[config.mk]
export PLATFORM = sky130hd
export DESIGN_NAME = dual_setpoint_counter
export DESIGN_NICKNAME = d
export VERILOG_FILES = /design/src/rtl/dsc_pkg.sv /design/src/rtl/dsc_clr_qual.sv /design/src/rtl/dsc_pv_counter.sv /design/src/rtl/dsc_out_chan.sv /design/src/rtl/dual_setpoint_counter.sv
export SDC_FILE = /design/constraint.sdc
export NUM_CORES = 1
export LEC_CHECK = 0
export BUFFER_PORTS_ARGS = -buffer_cell sky130_fd_sc_hd__buf_2
export CORE_MARGIN = 2
export CORE_UTILIZATION = 50
export CTS_CLUSTER_DIAMETER = 50
export DETAILED_ROUTE_END_ITERATION = 12
export GPL_TIMING_DRIVEN = 0
export HOLD_SLACK_MARGIN = 0.02
export PLACE_DENSITY = 0.72
export SLEW_MARGIN = 15
export SYNTH_ARGS = -nofsm -noshare
export SYNTH_HDL_FRONTEND = slang
export SYNTH_SLANG_ARGS = --single-unit
[constraint.sdc]
create_clock -name clk -period 4.91 [get_ports clk]
set_clock_uncertainty 0.05 [all_clocks]
set_input_delay 0.491 -clock clk [delete_from_list [all_inputs] [get_ports clk]]
set_output_delay 0.491 -clock clk [all_outputs]
set_load 0.005 [all_outputs]
[src/rtl/dsc_pkg.sv]
package dsc_pkg;

  typedef enum logic {
    MODE_LEVEL = 1'b0,
    MODE_PULSE = 1'b1
  } out_mode_e;

  // Next count value for one step, wrapping in [0, max_v]
  function automatic logic [19:0] step_value(input logic [19:0] cur,
                                             input logic        down,
                                             input logic [19:0] max_v);
    logic [19:0] r;
    if (down) r = (cur == '0) ? max_v : cur - 20'd1;
    else      r = (cur == max_v) ? '0 : cur + 20'd1;
    return r;
  endfunction

endpackage

[src/rtl/dsc_clr_qual.sv]
module dsc_clr_qual #(
  parameter int QW = 16
) (
  input  logic          clk,
  input  logic          rst,
  input  logic          clr_in,
  input  logic [QW-1:0] clr_min,
  output logic          held,
  output logic          clr_now,
  output logic          release_now
);

  logic [QW-1:0] run_q;
  logic [QW:0]   need;
  logic [QW:0]   seen;

  assign need        = (clr_min == '0) ? {{QW{1'b0}}, 1'b1} : {1'b0, clr_min};
  assign seen        = {1'b0, run_q} + {{QW{1'b0}}, 1'b1};
  assign clr_now     = clr_in && !held && (seen >= need);
  assign release_now = held && !clr_in;

  always_ff @(posedge clk) begin
    if (rst) begin
      run_q <= '0;
      held  <= 1'b1;
    end else begin
      if (!clr_in)           run_q <= '0;
      else if (run_q != '1)  run_q <= run_q + 1'b1;

      if (clr_now)           held <= 1'b1;
      else if (release_now)  held <= 1'b0;
    end
  end

endmodule

[src/rtl/dsc_pv_counter.sv]
module dsc_pv_counter
  import dsc_pkg::*;
#(
  parameter int          PV_W   = 20,
  parameter logic [19:0] PV_MAX = 20'd999999
) (
  input  logic            clk,
  input  logic            rst,
  input  logic            evt,
  input  logic            down,
  input  logic            inhibit,
  input  logic            clear,
  output logic            step,
  output logic [PV_W-1:0] pv_q,
  output logic [PV_W-1:0] pv_nxt
);

  assign step   = evt && !inhibit && !clear;
  assign pv_nxt = PV_W'(step_value(20'(pv_q), down, PV_MAX));

  always_ff @(posedge clk) begin
    if (rst || clear) pv_q <= '0;
    else if (step)    pv_q <= pv_nxt;
  end

endmodule

[src/rtl/dsc_out_chan.sv]
module dsc_out_chan
  import dsc_pkg::*;
#(
  parameter int PV_W    = 20,
  parameter int TW      = 16,
  parameter bit UP_SETS = 1'b0
) (
  input  logic            clk,
  input  logic            rst,
  input  logic            clear,
  input  logic            release_now,
  input  out_mode_e       mode,
  input  logic            step,
  input  logic            down,
  input  logic [PV_W-1:0] pv_q,
  input  logic [PV_W-1:0] pv_nxt,
  input  logic [PV_W-1:0] sp,
  input  logic [TW-1:0]   width,
  input  logic            tick,
  output logic            out
);

  logic [TW-1:0] tmr_q;
  logic          hit;
  logic          rel_level;

  assign hit = step && (pv_nxt == sp);

  generate
    if (UP_SETS) begin : g_above
      assign rel_level = (pv_q >= sp);
    end else begin : g_below
      assign rel_level = (pv_q < sp);
    end
  endgenerate

  always_ff @(posedge clk) begin
    if (rst || clear) begin
      out   <= 1'b0;
      tmr_q <= '0;
    end else if (release_now) begin
      tmr_q <= '0;
      out   <= (mode == MODE_LEVEL) ? rel_level : 1'b0;
    end else if (mode == MODE_PULSE) begin
      if (hit) begin
        tmr_q <= width;
        out   <= (width != '0);
      end else if (tick && tmr_q != '0) begin
        tmr_q <= tmr_q - 1'b1;
        if (tmr_q == {{(TW-1){1'b0}}, 1'b1}) out <= 1'b0;
      end
    end else begin
      tmr_q <= '0;
      if (hit) out <= UP_SETS ? !down : down;
    end
  end

endmodule

[src/rtl/dual_setpoint_counter.sv]
module dual_setpoint_counter
  import dsc_pkg::*;
#(
  parameter int          PV_W   = 20,
  parameter logic [19:0] PV_MAX = 20'd999999,
  parameter int          TW     = 16,
  parameter int          QW     = 16
) (
  input  logic            clk,
  input  logic            rst,
  input  logic            cnt_evt,
  input  logic            cnt_down,
  input  logic            clr_in,
  input  logic [QW-1:0]   clr_min,
  input  logic            tick,
  input  logic            pulse_mode,
  input  logic [PV_W-1:0] sp_a,
  input  logic [PV_W-1:0] sp_b,
  input  logic [TW-1:0]   width_a,
  input  logic [TW-1:0]   width_b,
  output logic [PV_W-1:0] pv,
  output logic            out_a,
  output logic            out_b
);

  localparam int NCH = 2;

  logic            held_q;
  logic            clr_now;
  logic            release_now;
  logic            step;
  logic [PV_W-1:0] pv_nxt;
  out_mode_e       mode_q;

  logic [PV_W-1:0] sp_arr    [NCH];
  logic [TW-1:0]   width_arr [NCH];
  logic            out_arr   [NCH];

  assign sp_arr[0]    = sp_a;
  assign sp_arr[1]    = sp_b;
  assign width_arr[0] = width_a;
  assign width_arr[1] = width_b;
  assign out_a        = out_arr[0];
  assign out_b        = out_arr[1];

  // Mode is sampled only while a qualified clear is still asserted
  always_ff @(posedge clk) begin
    if (rst || (held_q && clr_in)) mode_q <= out_mode_e'(pulse_mode);
  end

  dsc_clr_qual #(.QW(QW)) i_qual (
    .clk         (clk),
    .rst         (rst),
    .clr_in      (clr_in),
    .clr_min     (clr_min),
    .held        (held_q),
    .clr_now     (clr_now),
    .release_now (release_now)
  );

  dsc_pv_counter #(.PV_W(PV_W), .PV_MAX(PV_MAX)) i_cnt (
    .clk     (clk),
    .rst     (rst),
    .evt     (cnt_evt),
    .down    (cnt_down),
    .inhibit (held_q),
    .clear   (clr_now),
    .step    (step),
    .pv_q    (pv),
    .pv_nxt  (pv_nxt)
  );

  generate
    for (genvar c = 0; c < NCH; c++) begin : g_ch
      dsc_out_chan #(.PV_W(PV_W), .TW(TW), .UP_SETS(c == 1)) i_ch (
        .clk         (clk),
        .rst         (rst),
        .clear       (clr_now),
        .release_now (release_now),
        .mode        (mode_q),
        .step        (step),
        .down        (cnt_down),
        .pv_q        (pv),
        .pv_nxt      (pv_nxt),
        .sp          (sp_arr[c]),
        .width       (width_arr[c]),
        .tick        (tick),
        .out         (out_arr[c])
      );
    end
  endgenerate

endmodule

==> results of run 1 <==
[power by group]
part | switching [W] | internal (W)
clock | 0.000287 | 0.000427
combinational | 0.00113 | 0.000771
sequential | 0.000126 | 0.000699
total | 0.00154 | 0.00190
[logic make-up after synthesis]
family | count (synthesis) | share of synthesized area
AOI/OAI and AO/OA | 179 | 0.166
xor gates and xnor gates | 78 | 0.0957
adders and majority gates | 63 | 0.110
buffers and inverters | 125 | 0.0694
DFF | 72 | 0.203
muxes | 46 | 0.0649
and+or+nand+nor | 395 | 0.290
[per-stage QoR]
step                TNS [ns]  hold WS [ns]   util
floorplan                  0         0.430      -
global placement       -3.28         0.460  0.570
detailed placement     -4.10         0.461  0.570
CTS                        0         0.282  0.593
global route          -0.297         0.277  0.598
finish                     0         0.287  0.598
[how the worst min path moves through the flow]
stage                 from     endpoint  cells after the start
6_report        pulse_mode       mode_q                      1
4_1_cts         pulse_mode       mode_q                      1
3_5_place_dp   i_qual.held  i_qual.held                      2
5_1_grt         pulse_mode       mode_q                      1
2_1_floorplan  i_qual.held  i_qual.held                      2
3_3_place_gp   i_qual.held  i_qual.held                      2
[layout by cell type (no fill, tap or decap), types with 4 or more instances in the layout]
| cell type | instances |
|---|---|
| nor2_1 | 58 |
| nor2b_1 | 10 |
| xnor2_1 | 55 |
| clkbuf_1 | 36 |
| o211ai_1 | 7 |
| or3_1 | 8 |
| a31oi_1 | 5 |
| or4_1 | 17 |
| nand2_1 | 113 |
| mux2i_1 | 44 |
| o21ai_0 | 37 |
| a211oi_1 | 7 |
| inv_1 | 81 |
| nor4_1 | 28 |
| a21oi_1 | 50 |
| xor2_1 | 23 |
| nand3b_1 | 4 |
| clkbuf_16 | 10 |
| nand2b_1 | 13 |
| nand4_1 | 27 |
| buf_2 | 116 |
| dfxtp_1 | 71 |
| o21a_1 | 4 |
| and2_1 | 5 |
| o221a_2 | 5 |
| nor3_1 | 35 |
| o22ai_1 | 9 |
| nand3_1 | 34 |
| ha_1 | 63 |
| and4_1 | 7 |
| and3_1 | 12 |
| a21o_1 | 10 |
| buf_4 | 6 |
| nor3b_1 | 6 |
[state kept, by name (all words and copies together) (netlist names)]
register,flops
g_ch.i_ch.tmr_q,32
g_ch.i_ch.out,2
mode_q,1
i_cnt.pv_q,20
i_qual.run_q,16
i_qual.held,1
[layout make-up]
| class | count | area [um^2] | area share |
|---|---|---|---|
| Sequential cell | 72 | 1450 | 0.174 |
| Tap cell | 180 | 225 | 0.0270 |
| Multi-Input combinational cell | 761 | 5210 | 0.625 |
| Timing Repair Buffer | 122 | 638 | 0.0766 |
| Buffer | 43 | 190 | 0.0228 |
| Clock inverter | 5 | 60.1 | 0.00721 |
| Inverter | 81 | 304 | 0.0365 |
| Clock buffer | 11 | 254 | 0.0305 |
[synthesized netlist by cell type (7+ instances only)]
master / count / area (um^2)
nand2b_1: 13 / 81.3
a21oi_1: 51 / 255
xnor2_1: 55 / 482
and3_1: 12 / 75.1
xor2_1: 23 / 201
nor3_1: 35 / 175
dfxtp_1: 71 / 1420
a21o_1: 10 / 75.1
nor4_1: 28 / 175
o21ai_0: 37 / 185
nand3_1: 34 / 170
nand4_1: 27 / 169
nand2_1: 113 / 424
inv_1: 81 / 304
ha_1: 63 / 788
nor2_1: 58 / 218
o22ai_1: 9 / 56.3
o211ai_1: 7 / 52.6
and4_1: 7 / 61.3
mux2i_1: 44 / 440
a211oi_1: 8 / 60.1
or4_1: 17 / 128
clkbuf_1: 38 / 143
or3_1: 8 / 50.1
nor2b_1: 10 / 62.6
[routing by layer]
| layer | part of all wire | wire length, um | GRT usage | vias to the layer above |
|---|---|---|---|---|
| li1 | - | - | - | 3732 |
| met1 | 0.43 | 10300 | 0.418 | 3604 |
| met4 | 0.034 | 816 | 0.135 | 2 |
| met3 | 0.10 | 2420 | 0.0923 | 69 |
| met5 | 0.00079 | 19 | 0 | - |
| met2 | 0.43 | 10400 | 0.490 | 389 |
[timing repair]
action | CTS | global route
pin swaps | 0 | 2
gates resized for setup | 1 | 8
endpoints found under the setup margin | 31 | 46
setup buffers | 0 | 6
==> results_dict.tcl, run 1 <==
set metrics [dict create \
    die_w_um 123 \
    grt_max_degree 14 \
    powerDensity_nw_per_um2 412 \
    synth_area_per_cell_um2 7.45 \
    track_usage 0.320 \
    crit_chain "ha_1, and3_1, and2_1, clkbuf_1, nand3_1, xor2_1, inv_1, ha_1, a21oi_1, nor2b_1, o21ai_0, a21oi_1, o21ai_0, a31oi_2, a211oi_4, buf_12, clkbuf_1, nand2_1, mux2i_1" \
    worstMarginPinSlew_ns 0.878 \
    grt_pass1_vias 7107 \
    setup_ws_ns 0.445 \
    syn_to_final_growth_pct 16.8 \
    slew_headroom 0.410 \
    cp-end-kind "flop" \
    max_freq_mhz 224 \
    synth_cell_type_count 74 \
    dp_cells 1254 \
    worst_skew_pair.late_latency_ns 0.36 \
    arrival_ns 4.69 \
    cts_tree "yes" \
    worstReg2RegEnd "g_ch[0].i_ch.tmr_q[6]" \
    worstPathMaxFanout 10 \
    worstSetupStartpointType "flop" \
    ant_nets 0 \
    rr_worst_depth 19 \
    worst_path_max_delay_cell "dfxtp_1" \
    nNetsFinal 1248 \
    drive_gt1_frac 0.152 \
    via_per_inst 6.11 \
    cp_slowest_stage_delay_ns 0.44 \
    hold_viol 0 \
    worstSetupStartpoint "i_qual.run_q[0]" \
    fill_cells 1334 \
    port_buffers 116 \
    crit_required_ns 5.13 \
    design.die.area_um2 15200 \
    critPathKind "reg -> reg" \
    p_leak_nw 3.93 \
    ys_seq_area_frac 0.203 \
    synth_area_um2 7140 \
    drt_iter0_markers 777 \
    grt_pass1_wl_um 37300 \
    drc_errors 0 \
    setup_viol 0 \
    power_w 0.00344 \
    ios 117 \
    maxSlewViolCount 0 \
    synth_ff_type "dfxtp_1" \
    fin_area_um2 8340 \
    antenna_cells 0 \
    core_um2 13900 \
    first_pass_iters 7 \
    async_reset_ff_frac 0 \
    grt_overflow 0 \
    synth-edff-count 1 \
    yosysWarnings 0 \
    crit_path_end "g_ch[0].i_ch.tmr_q[6]" \
    worst-path-buf-inv 4 \
    peakVddDrop_v 0.000344 \
    cts_buffers 9 \
    dp_worst_setup_slack_ns -0.211 \
    syn_nets 1116 \
    rows 43 \
    placed_cell_area_um2 7940 \
    final_cell_count_no_fill 1275 \
    post-route-period-util 0.909 \
    wl_per_cell_um 18.8 \
    min_period_ns 4.47 \
    crit_family "compound AO/OA/AOI/OAI gates" \
    cp_num_cells 19 \
    postCtsHoldBufs 0 \
    hold_path_class "in -> reg" \
    via_count 7796 \
    reg2reg_slack_ns 0.44 \
    drt_wl_total_um 24000 \
    syn_inst 958 \
    gp_congestion 0.985 \
    antenna_found_initial 1 \
    die_y_um 123 \
    clockBufferDepth 2 \
    clock_sinks 72 \
    path_clk_slew_ns 0.06 \
    dpl.hpwl_um 18800 \
    start_util 0.512 \
    synth-seq-cells 72 \
    r2r_start "i_qual.run_q[0]" \
    maxCapViolations 0 \
    cts_max_level 3 \
    outcome "finished clean" \
    root_buffer "clkbuf_16" \
]
Note: power is estimated with default switching activity, not from simulation.
==> run 2: changes to the inputs <==
- CORE_MARGIN: 2 -> 1.5
- REMOVE_ABC_BUFFERS: default -> 1
==> run 2 against run 1 <==
  * Routed wire length shrank 14%
  * Via count is 5.6% lower
  * Worst hold slack better by 0.017 ns
  * Flip-flop and latch count stayed put
  * Sequential power increased by 2.8%
  * Critical path depth shrank 3
  * Clock-buffer cell count is 1 higher
  * Core utilization is 1.4 points lower
  * Register-to-register slack improved by 0.09 ns
  * Largest cell class unchanged
  * Largest power group unchanged
==> results_dict.tcl, run 2 (synthesis gave the netlist of run 1 again) <==
set metrics [dict create \
    root_buffer "clkbuf_16" \
    whs_path_depth 1 \
    wl_per_cell_um 16.8 \
    nNetsFinal 1203 \
    die_y_um 122 \
    grt_max_degree 43 \
    post-route-period-util 0.890 \
    peakVddDrop_v 0.000312 \
    setup_viol 0 \
    cts_buffers 9 \
    via_count 7357 \
    core_um2 13900 \
    crit_required_ns 5.07 \
    clockBufferDepth 2 \
    via_per_inst 5.98 \
    rows 43 \
    crit_family "simple AND/OR/NAND/NOR gates" \
    fin_area_um2 8110 \
    drc_errors 0 \
    worst_skew_pair.late_latency_ns 0.34 \
    worstMarginPinSlew_ns 0.898 \
    maxSlewViolCount 0 \
    drive_gt1_frac 0.150 \
    grt_pass1_vias 6652 \
    cts_tree "yes" \
    path_clk_slew_ns 0.06 \
    mostFrequentLayoutCell "buf_2" \
    reg2reg_slack_ns 0.54 \
    p_leak_nw 3.83 \
    internal_power_w 0.00180 \
    reg_top3 "g_ch.i_ch.tmr_q: 32 flops, i_cnt.pv_q: 20 flops, i_qual.run_q: 16 flops" \
    min-delay-start "pulse_mode" \
    worstPathMaxFanout 18 \
    worstSetupStartpoint "i_qual.run_q[0]" \
    worst_path_max_delay_cell "or4b_4" \
    gp_congestion 1.00 \
    power_w 0.00321 \
    syn_to_final_growth_pct 13.7 \
    clock_sinks 72 \
    drt_iter0_markers 605 \
    dpl.hpwl_um 16000 \
    hold_path_class "in -> reg" \
    worstReg2RegEnd "g_ch[0].i_ch.tmr_q[7]" \
    holdPathEnd "mode_q" \
    cp-end-kind "flop" \
    crit_chain "ha_1, and3_1, and2_1, nand2_1, xor2_1, inv_1, ha_1, a21oi_1, o21ai_0, a21oi_1, o41ai_1, o21ai_0, a22o_2, nand4_1, or4b_4, mux2i_1" \
    largest_register "g_ch.i_ch.tmr_q" \
    critPathKind "reg -> reg" \
    drt_wl_total_um 20600 \
    r2r_start "i_qual.run_q[0]" \
    maxCapViolations 0 \
    p_clk_frac 0.180 \
    fin_hold_ws_ns 0.304 \
    design.die.area_um2 15000 \
    track_usage 0.278 \
    setup_ws_ns 0.538 \
    port_buffers 116 \
    die_w_um 122 \
    mostFrequentLayoutCells "buf_2, nand2_1, inv_1" \
    first_pass_iters 5 \
    placed_cell_area_um2 7820 \
    cp_slowest_stage_delay_ns 0.70 \
    antenna_found_initial 1 \
    cts_max_level 3 \
    dp_worst_setup_slack_ns 0.0902 \
    worst-path-buf-inv 1 \
    antenna_cells 0 \
    fill_cells 1333 \
    worstSetupStartpointType "flop" \
    slew_headroom 0.396 \
    multi_input_area_um2 5220 \
    grt_pass1_wl_um 32700 \
    setup_tns_ns 0 \
    powerDensity_nw_per_um2 396 \
    hold_viol 0 \
    max_freq_mhz 229 \
    ant_nets 0 \
    seqCellArea_um2 1450 \
    largest_reg_flops 32 \
    power_switching_w 0.00142 \
    outcome "finished clean" \
    min_period_ns 4.37 \
    grt_setup_unrepaired "no" \
    ios 117 \
    combPwrFrac 0.556 \
    grt_overflow 0 \
    start_util 0.514 \
    p_sw_frac 0.441 \
    arrival_ns 4.53 \
    rr_worst_depth 16 \
    pwr-share-seq 0.264 \
]
-- run 2: worst max-delay path by stage --
stage / end / slack (ns) / cells after the start
floorplan: g_ch[1].i_ch.tmr_q[3] / -1.73 / 16
global placement: g_ch[1].i_ch.tmr_q[3] / -4.07 / 15
detailed placement: g_ch[0].i_ch.tmr_q[7] / 0.09 / 15
CTS: g_ch[0].i_ch.tmr_q[11] / 0.07 / 15
global route: g_ch[0].i_ch.tmr_q[2] / 0.16 / 15
finish: g_ch[0].i_ch.tmr_q[7] / 0.54 / 16
-- run 2: metal layers --
| layer | global-route usage | vias to the layer above | part of all wire |
|---|---|---|---|
| met5 | 0 | - | 0.00063 |
| met4 | 0.0916 | 2 | 0.025 |
| met3 | 0.0678 | 43 | 0.085 |
| met2 | 0.446 | 316 | 0.46 |
| met1 | 0.366 | 3347 | 0.43 |
| li1 | - | 3649 | - |
-- run 2: worst register-to-register path: cells and delay by family (launching register included) --
| family | cells | cell delay (ns) |
|---|---|---|
| buffers and inverters | 1 | 0.06 |
| adders and majority gates | 2 | 0.53 |
| AOI/OAI and AO/OA | 6 | 1.32 |
| xor gates and xnor gates | 1 | 0.18 |
| and+or+nand+nor | 5 | 1.50 |
| muxes | 1 | 0.18 |
| DFF | 1 | 0.43 |
-- run 2: area by class of cell --
cell class	instances	share of cell area
Clock buffer	12	0.0291
Clock inverter	4	0.00278
Inverter	81	0.0375
Multi-Input combinational cell	761	0.643
Sequential cell	72	0.179
Tap cell	180	0.0278
Timing Repair Buffer	120	0.0807
-- run 2: per-stage QoR --
step / instances / utilization
3_3_place_gp: 1210 / 0.558
6_report: 1230 / 0.584
4_1_cts: 1229 / 0.582
3_5_place_dp: 1213 / 0.563
5_1_grt: 1230 / 0.584
2_1_floorplan: 914 / -
-- run 2: power groups by stage --
stage,Sequential (W),Clock [W],Combinational (W)
2_1_floorplan,0.000817,0,0.00139
3_3_place_gp,0.000854,0,0.00173
3_5_place_dp,0.000856,0,0.00176
4_1_cts,0.000844,0.000590,0.00178
5_1_grt,0.000867,0.000609,0.00201
6_report,0.000848,0.000578,0.00179
-- run 2: repair_timing --
action | CTS | global route
setup endpoints to repair | 0 | 34
hold buffers | 0 | 0
setup buffers | 0 | 1
resized for setup | 0 | 2
